$ cat src/rtl/wdt_pkg.sv
`timescale 1ns/1ps
package wdt_pkg;

    localparam int REG_W        = 16;
    localparam int ADDR_W       = 4;
    localparam int PRE_W        = 8;
    localparam int SEL_W        = 2;
    localparam int DIV_BASE_LOG = 4;
    localparam int SEL_MAX      = (1 << SEL_W) - 1;
    localparam int DIV_W        = DIV_BASE_LOG + SEL_MAX;

    localparam logic [ADDR_W-1:0] OFS_CTRL = 4'h0;
    localparam logic [ADDR_W-1:0] OFS_RELD = 4'h4;
    localparam logic [ADDR_W-1:0] OFS_CNT  = 4'h8;

    localparam logic [REG_W-1:0] CTRL_INIT = 16'h8021;
    localparam logic [REG_W-1:0] RELD_INIT = 16'h8000;
    localparam logic [REG_W-1:0] CNT_INIT  = 16'h8000;

    // control word layout; bit positions are software visible
    typedef struct packed {
        logic [PRE_W-1:0] pre;      // 15:8 prescale value
        logic [1:0]       spare_hi; // 7:6
        logic             run;      // 5
        logic [SEL_W-1:0] div_sel;  // 4:3
        logic             irq_en;   // 2
        logic             spare_lo; // 1
        logic             rst_en;   // 0
    } ctrl_t;

    typedef enum logic [1:0] {
        SEL_CTRL,
        SEL_RELD,
        SEL_CNT,
        SEL_NONE
    } reg_sel_e;

    function automatic reg_sel_e decode_ofs(input logic [ADDR_W-1:0] a);
        case (a)
            OFS_CTRL: return SEL_CTRL;
            OFS_RELD: return SEL_RELD;
            OFS_CNT:  return SEL_CNT;
            default:  return SEL_NONE;
        endcase
    endfunction

    // terminal value of the post-prescale divider: 2^(sel+4)-1
    function automatic logic [DIV_W-1:0] div_last(input logic [SEL_W-1:0] s);
        return {DIV_W{1'b1}} >> (SEL_MAX - int'(s));
    endfunction

endpackage

$ cat src/rtl/wdt_regs.sv
`timescale 1ns/1ps
module wdt_regs
    import wdt_pkg::*;
(
    input  logic              clk,
    input  logic              rst,
    input  logic              wr_en,
    input  logic [ADDR_W-1:0] addr,
    input  logic [REG_W-1:0]  wdata,
    input  logic [REG_W-1:0]  cnt,
    output ctrl_t             ctrl,
    output logic [REG_W-1:0]  reld,
    output logic              wr_ctrl,
    output logic              wr_cnt,
    output logic [REG_W-1:0]  rdata
);
    reg_sel_e sel;

    always_comb begin
        sel     = decode_ofs(addr);
        wr_ctrl = wr_en && (sel == SEL_CTRL);
        wr_cnt  = wr_en && (sel == SEL_CNT);
    end

    always_ff @(posedge clk) begin
        if (rst) begin
            ctrl <= ctrl_t'(CTRL_INIT);
            reld <= RELD_INIT;
        end else if (wr_en) begin
            if (sel == SEL_CTRL) ctrl <= ctrl_t'(wdata);
            if (sel == SEL_RELD) reld <= wdata;
        end
    end

    always_comb begin
        case (sel)
            SEL_CTRL: rdata = REG_W'(ctrl);
            SEL_RELD: rdata = reld;
            SEL_CNT:  rdata = cnt;
            default:  rdata = '0;
        endcase
    end
endmodule

$ cat src/rtl/wdt_prescale.sv
`timescale 1ns/1ps
module wdt_prescale
    import wdt_pkg::*;
(
    input  logic             clk,
    input  logic             rst,
    input  logic             restart,
    input  logic             run,
    input  logic [PRE_W-1:0] pre,
    input  logic [SEL_W-1:0] div_sel,
    output logic             tick
);
    logic [PRE_W-1:0] pre_q;
    logic [DIV_W-1:0] div_q;
    logic             pre_wrap;
    logic [DIV_W-1:0] last;

    always_comb begin
        last     = div_last(div_sel);
        pre_wrap = (pre_q == pre);
        tick     = run && pre_wrap && (div_q == last);
    end

    always_ff @(posedge clk) begin
        if (rst || restart) begin
            pre_q <= '0;
            div_q <= '0;
        end else if (run) begin
            if (pre_wrap) begin
                pre_q <= '0;
                div_q <= (div_q == last) ? '0 : div_q + 1'b1;
            end else begin
                pre_q <= pre_q + 1'b1;
            end
        end
    end
endmodule

$ cat src/rtl/wdt_counter.sv
`timescale 1ns/1ps
module wdt_counter
    import wdt_pkg::*;
(
    input  logic             clk,
    input  logic             rst,
    input  logic             load,
    input  logic [REG_W-1:0] load_val,
    input  logic             tick,
    input  logic [REG_W-1:0] reld,
    input  logic             rst_en,
    input  logic             irq_en,
    output logic [REG_W-1:0] cnt,
    output logic             irq,
    output logic             reset_req
);
    logic expire;

    always_comb expire = tick && (cnt <= REG_W'(1));

    always_ff @(posedge clk) begin
        if (rst) begin
            cnt       <= CNT_INIT;
            irq       <= 1'b0;
            reset_req <= 1'b0;
        end else begin
            irq <= 1'b0;
            if (load) begin
                cnt <= load_val;
            end else if (expire) begin
                if (rst_en) begin
                    reset_req <= 1'b1;
                    cnt       <= '0;
                end else begin
                    cnt <= reld;
                    irq <= irq_en;
                end
            end else if (tick) begin
                cnt <= cnt - 1'b1;
            end
        end
    end
endmodule

$ cat src/rtl/wdt_timer.sv
`timescale 1ns/1ps
module wdt_timer
    import wdt_pkg::*;
(
    input  logic              clk,
    input  logic              rst,
    input  logic              wr_en,
    input  logic [ADDR_W-1:0] addr,
    input  logic [REG_W-1:0]  wdata,
    output logic [REG_W-1:0]  rdata,
    output logic              irq,
    output logic              reset_req
);
    ctrl_t            ctrl_q;
    logic [REG_W-1:0] reld_q;
    logic [REG_W-1:0] cnt_q;
    logic             wr_ctrl;
    logic             wr_cnt;
    logic             tick;
    logic             chain_run;

    // counting freezes once a reset request is pending
    always_comb chain_run = ctrl_q.run && !reset_req;

    wdt_regs u_regs (
        .clk     (clk),
        .rst     (rst),
        .wr_en   (wr_en),
        .addr    (addr),
        .wdata   (wdata),
        .cnt     (cnt_q),
        .ctrl    (ctrl_q),
        .reld    (reld_q),
        .wr_ctrl (wr_ctrl),
        .wr_cnt  (wr_cnt),
        .rdata   (rdata)
    );

    wdt_prescale u_pre (
        .clk     (clk),
        .rst     (rst),
        .restart (wr_ctrl || wr_cnt),
        .run     (chain_run),
        .pre     (ctrl_q.pre),
        .div_sel (ctrl_q.div_sel),
        .tick    (tick)
    );

    wdt_counter u_cnt (
        .clk       (clk),
        .rst       (rst),
        .load      (wr_cnt),
        .load_val  (wdata),
        .tick      (tick),
        .reld      (reld_q),
        .rst_en    (ctrl_q.rst_en),
        .irq_en    (ctrl_q.irq_en),
        .cnt       (cnt_q),
        .irq       (irq),
        .reset_req (reset_req)
    );
endmodule

$ cat config.mk
export PLATFORM = sky130hd
export DESIGN_NAME = wdt_timer
export DESIGN_NICKNAME = d
export VERILOG_FILES = /design/src/rtl/wdt_pkg.sv /design/src/rtl/wdt_regs.sv /design/src/rtl/wdt_prescale.sv /design/src/rtl/wdt_counter.sv /design/src/rtl/wdt_timer.sv
export SDC_FILE = /design/constraint.sdc
export NUM_CORES = 1
export LEC_CHECK = 0
export BUFFER_PORTS_ARGS = -buffer_cell sky130_fd_sc_hd__clkbuf_2
export CAP_MARGIN = 5
export CELL_PAD_IN_SITES_DETAIL_PLACEMENT = 0
export CELL_PAD_IN_SITES_GLOBAL_PLACEMENT = 1
export CORE_MARGIN = 4
export CORE_UTILIZATION = 44
export CTS_CLUSTER_SIZE = 10
export DETAILED_ROUTE_END_ITERATION = 8
export PLACE_DENSITY_LB_ADDON = 0.1
export SYNTH_ARGS = -nofsm -noshare
export SYNTH_HDL_FRONTEND = slang
export SYNTH_SLANG_ARGS = --single-unit
$ cat constraint.sdc
create_clock -name clk -period 2.6 [get_ports clk]
set_input_delay 0.13 -clock clk [delete_from_list [all_inputs] [get_ports clk]]
set_output_delay 0.13 -clock clk [all_outputs]
set_load 0.1 [all_outputs]
Word level (Yosys, flattened, before mapping):

Index checks and enable logic that the tools add are counted.
Widths: inputs -> output; s select.

* register bits: 65
* input port bits: 23

* add/subtract/negate cells: 4
* magnitude comparators: 1
* equality and inequality tests: 6
* shift operators: 1
* mux-type cells: 8
* bitwise gates (word level): 2
* reduce and logical (&&, ||, !) cells: 17

Operator list (number)
* $mux 16: 4
* $pmux 16 s3: 1
* $shr 7x32->7 const A: 1
* $le 16x1->1 const B: 1
* $sub 16x1->16 const B: 1
* $add 8x1->8 const B: 1
* $eq 8x8->1: 1
* $mux 8: 1
* $add 7x1->7 const B: 1
* $eq 7x7->1: 1
* $mux 7: 1
* $logic_and 1x1->1: 6
* $pmux 2 s3: 1
* $reduce_and 2->1: 3
* $eq 4x3->1 const B: 1
* $eq 4x4->1 const B: 1
* $logic_not 4->1: 1
* $reduce_or 4->1: 1
* $reduce_and 3->1: 1
* $reduce_bool 3->1: 1
* $sub 2x2->3 const A: 1
* $eq 2x1->1 const B: 1
* $eq 2x2->1 const B: 1
* $logic_not 2->1: 1
* other kinds (3): 5

Longest topological paths before layout:

* word-level depth: 7
* gate-level depth with buffers: 9

Hierarchy:

A second synthesis with hierarchy kept.

* cell total of the unflattened synthesis: 436
* area total of the unflattened synthesis: 3831.2 sq um

Modules (own cells, without submodules)
* wdt_regs: times used 1, cells each 165, area an instance 1632.8 sq um, seq. area each 640.6 sq um
* wdt_counter: times used 1, cells each 170, area an instance 1342.5 sq um, seq. area each 360.3 sq um
* wdt_prescale: times used 1, cells each 99, area an instance 843.3 sq um, seq. area each 300.3 sq um
* wdt_timer: times used 1, cells each 2, area an instance 12.5 sq um, seq. area each 0.0 sq um

Least setup slack after synthesis:

Ideal clock, no wire load.

* path kind: register to register
* start point: register u_cnt.reset_req
* end point: register u_cnt.cnt[14]
* arrival: 2182 ps
* setup slack: 292 ps
* stages on the path, launching flop included: 10
* buffers on the path: 3
* clock period less this slack: 2308 ps
* path through: dfxtp_1 -> nor2b_1 -> buf_2 -> nand4_1 -> nor4_4 -> and2_1 -> buf_6 -> buf_12 -> a311oi_1 -> o21ai_0

* longest elaborated chain between the ends: 7
* elaborated cells on any way between the ends: 8
* classes of those cells: mux (2); reduce/logical (6)

RTL lines
* from (decl): RTL line wdt_counter.sv:15 `output logic reset_req`
* from (signal assigned): RTL line wdt_counter.sv:25 `reset_req <= 1'b0;`
* from (signal assigned): RTL line wdt_counter.sv:32 `reset_req <= 1'b1;`
* $logic_not 1->1 (*): RTL line wdt_timer.sv:23 `always_comb chain_run = ctrl_q.run && !reset_req;`
* $logic_and 1x1->1 (*): RTL line wdt_timer.sv:23
* $logic_and 1x1->1 (*) (2 in a row): RTL line wdt_prescale.sv:21 `tick = run && pre_wrap && (div_q == last);`
* $logic_and 1x1->1: RTL line wdt_counter.sv:19 `always_comb expire = tick && (cnt <= REG_W'(1));`
* $mux 16: RTL line wdt_counter.sv:30 `end else if (expire) begin`
* $mux 16: RTL line wdt_counter.sv:28 `if (load) begin`
* to (signal assigned): RTL line wdt_counter.sv:29 `cnt <= load_val;`
* to (signal assigned): RTL line wdt_counter.sv:35 `cnt <= reld;`
* to (signal assigned): RTL line wdt_counter.sv:39 `cnt <= cnt - 1'b1;`
* to (decl): RTL line wdt_counter.sv:13 `output logic [REG_W-1:0] cnt,`

Mark *: on every way between the ends. The rest lies on a longest branch, timed or not.
A chain may end at the register's enable or synchronous reset.

Worst setup path after layout:

* start point: register u_cnt.cnt[0]
* end point: register u_cnt.cnt[11]

* longest elaborated chain between the ends: 4
* elaborated cells on any way between the ends: 7
* classes of those cells: add/sub (1); order compare (1); mux (3); reduce/logical (2)

RTL lines (RTL line)
* $sub 16x1->16 or $le 16x1->1 (tied branches): wdt_counter.sv:39, wdt_counter.sv:19
* $mux 16 or $logic_and 1x1->1 (tied branches): wdt_counter.sv:38, wdt_counter.sv:19
* $mux 16: wdt_counter.sv:30
* $mux 16: wdt_counter.sv:28

Several ways; a longest one is shown, not always the timed one. The select of a mux whose other input is x is not followed.

==> impl_metrics.py <==
metrics = {
    "outcome": {
        "status": "finished clean",
    },
    "setup_path": {
        "start_kind": "register",
        "critPathMostFrequentCell": "nor2_1",
        "timing.critical_path.from": "u_cnt.cnt[0]$_SDFFE_PP0P_",
        "path_class": "reg -> reg",
        "timing.rr.end": "u_cnt.cnt[11]$_SDFFE_PP0P_",
        "r2r_slack_ps": 270,
        "endpoint": "u_cnt.cnt[11]$_SDFFE_PP0P_",
        "end_kind": "register",
        "crit_fanout": 7,
        "critPathTopFamily": "simple AND/OR/NAND/NOR gates",
        "cp.depth": 9,
        "r2r-start": "u_cnt.cnt[0]$_SDFFE_PP0P_",
        "max_stage_delay_ps": 470,
        "worstRegToRegCells": 9,
        "worstPathCellList": "inv_1 -> ha_1 -> nor2_1 -> or4_1 -> nor2_1 -> buf_4 -> nand3_1 -> o311ai_0 -> a32o_1",
        "cp_slowest_cell": "or4_1",
        "arrival_ps": 2620,
        "required_ps": 2890,
        "worst-path-buf-inv": 2,
    },
    "min_path": {
        "hold_start": "wdata[5]",
        "hold_class": "in -> reg",
    },
    "sta": {
        "max_slew_margin_pct": 45.8,
        "period_share_pct": 89.8,
        "hold_viol": 0,
        "finClkSkew_ps": 9.83,
        "setup_slack_ps": 266,
        "final.min_clock_period_ps": 2330,
        "finalSetupTns_ps": 0,
        "tightest_slew_ps": 810,
        "fmax_mhz": 428,
        "setup_viol": 0,
        "slew_violations": 0,
        "rsz0062_at_grt": "no",
    },
    "synthesis": {
        "synth-edff-count": 0,
        "synth_most_common_cell": "nand2_1",
        "synth_area_leaders": "dfxtp_1, nand2_1, a21oi_1",
        "synth_flop_cell": "dfxtp_1",
        "ys_seq_elements": 65,
        "synthCells": 463,
        "synth_commonest_cells": "nand2_1, dfxtp_1, a21oi_1",
        "async_reset_ff_share_pct": 0,
        "yosysSeqAreaShare_pct": 35.3,
        "yosys_warnings": 0,
        "yosysUniqueCellTypes": 58,
        "synth_top_cell_by_area": "dfxtp_1",
        "avgSynthCellArea_um2": 7.97,
        "synth_nets": 490,
        "synth_top_cell_area_share_pct": 35.3,
        "netlist_area_um2": 3690,
    },
    "power": {
        "peakVddDrop_mv": 0.236,
        "power_density_nw_per_um2": 497,
        "total_leakage_power_nw": 1.75,
        "power.total_mw": 2.22,
    },
    "global_routing": {
        "grt_usage_pct": 24.6,
        "grt_pass1_wl_um": 19200,
        "overflow": 0,
        "grt_pass1_vias": 3529,
        "antenna_found_initial": 0,
        "grt_max_degree": 40,
    },
    "finish": {
        "drive_gt1_share_pct": 17.8,
        "nFillCells": 786,
        "finalNetCount": 530,
        "regArea_um2": 1300,
        "multi_input_area_um2": 2150,
        "antenna_cells": 0,
        "syn_to_final_growth_pct": 21.2,
        "stdcell_area_um2": 4470,
    },
    "placement": {
        "placed_cell_area_um2": 4260,
        "pre_cts_slack_ps": 247,
        "dpl.hpwl_um": 8430,
        "gp_congestion": 0.875,
        "port_buffers": 40,
    },
    "routing": {
        "vias_per_cell": 5.83,
        "drt_iter0_markers": 303,
        "first_pass_iters": 5,
        "drc_errors": 0,
        "wl_per_cell_um": 19.1,
        "vias": 3561,
        "drt-total-wl_um": 11700,
        "antenna_left": 0,
    },
    "floorplan": {
        "fp.coreArea_um2": 8180,
        "initial_utilization_pct": 45.1,
        "die_w_um": 99.6,
        "ios": 41,
        "dieArea_um2": 9920,
        "die-height_um": 99.6,
        "std_cell_rows": 33,
    },
    "clock_tree": {
        "h-tree-depth": 3,
        "cts_sinks": 65,
        "clock_path_buffers": 2,
        "cts.clk_slew.worst_paths_ps": 70,
        "cts.repair.resized": 0,
        "cts_tree": "built",
        "cts-buffers-inserted": 9,
        "cts_root_buf": "clkbuf_8",
        "worstSkewPairLatency_ps": 340,
    },
    "job": {
        "maxCapViolations": 0,
    },
}
-- state kept, by name (all words and copies together), names as in the netlist --
signal / count
u_pre.div_q: 7
u_regs.reld: 16
u_regs.ctrl: 16
u_pre.pre_q: 8
u_cnt.cnt: 16
u_cnt.reset_req: 1
u_cnt.irq: 1
-- how the worst min path moves through the flow --
stage                                              end  slack, ps  depth (start not counted)
after detailed placement   u_regs.ctrl[5]$_SDFFE_PP1P_        390                          3
after floorplan           u_regs.reld[15]$_SDFFE_PP1P_        250                          2
after global routing      u_regs.ctrl[12]$_SDFFE_PP0P_         20                          3
after CTS                  u_regs.ctrl[5]$_SDFFE_PP1P_         20                          3
after global placement     u_regs.ctrl[5]$_SDFFE_PP1P_        380                          3
final                      u_regs.ctrl[5]$_SDFFE_PP1P_         30                          3
-- stage by stage --
step                      utilization [%]  hold WS [ps]  std cells
after floorplan                         -           254        463
after global placement               52.1           381        596
after detailed placement             52.1           389        596
after CTS                            54.6          17.3        610
after global routing                 54.7          23.6        611
final                                54.7          34.4        611
-- tightest hold or removal path: stages --
cell and delay [ps]:
clkbuf_2 100, nand2_1 50, nand3_1 70
-- area by class of cell --
class                           count  area share, %
Timing Repair Buffer               62           13.5
Inverter                           21           1.76
Multi-Input combinational cell    344           48.1
Tap cell                          105           2.94
Clock buffer                       12           3.69
Sequential cell                    65           29.1
Clock inverter                      2          0.839
-- layout by cell type (no fill, tap or decap), types with 13 or more instances in the layout --
| master | instances |
|---|---|
| dfxtp_1 | 65 |
| nand2_1 | 80 |
| xnor2_1 | 16 |
| nor2b_1 | 13 |
| clkbuf_2 | 24 |
| buf_12 | 16 |
| buf_4 | 22 |
| a21oi_1 | 40 |
| nor2_1 | 32 |
| a222oi_1 | 16 |
| nand3_1 | 19 |
| inv_1 | 21 |
| xor2_1 | 17 |
-- cell families after synthesis --
kind of cell / synth area share [%]
xor+xnor: 7.83
mux: 2.71
flops: 35.3
buf+inv: 6.58
simple gates: 27.9
fa+ha+maj: 1.36
compound gates: 18.4
-- metal layers --
layer / GRT usage, % / wire (um)
met4: 7.04 / 170
met5: 0 / 0
met2: 38.3 / 5300
met1: 34.4 / 5530
met3: 5.05 / 669
-- where the power goes --
group | switching, mW | leakage, nW | internal, mW
combinational | 0.168 | 1.13 | 0.114
clock | 0.389 | 0.101 | 0.511
sequential | 0.0265 | 0.525 | 1.01
-- what timing repair did --
item                                    CTS  global route
hold buffers                              0             0
buffers inserted                          0             1
endpoints found under the setup margin    0             1
endpoints found under the hold margin     0             0
(Power assumes the default switching activity.)
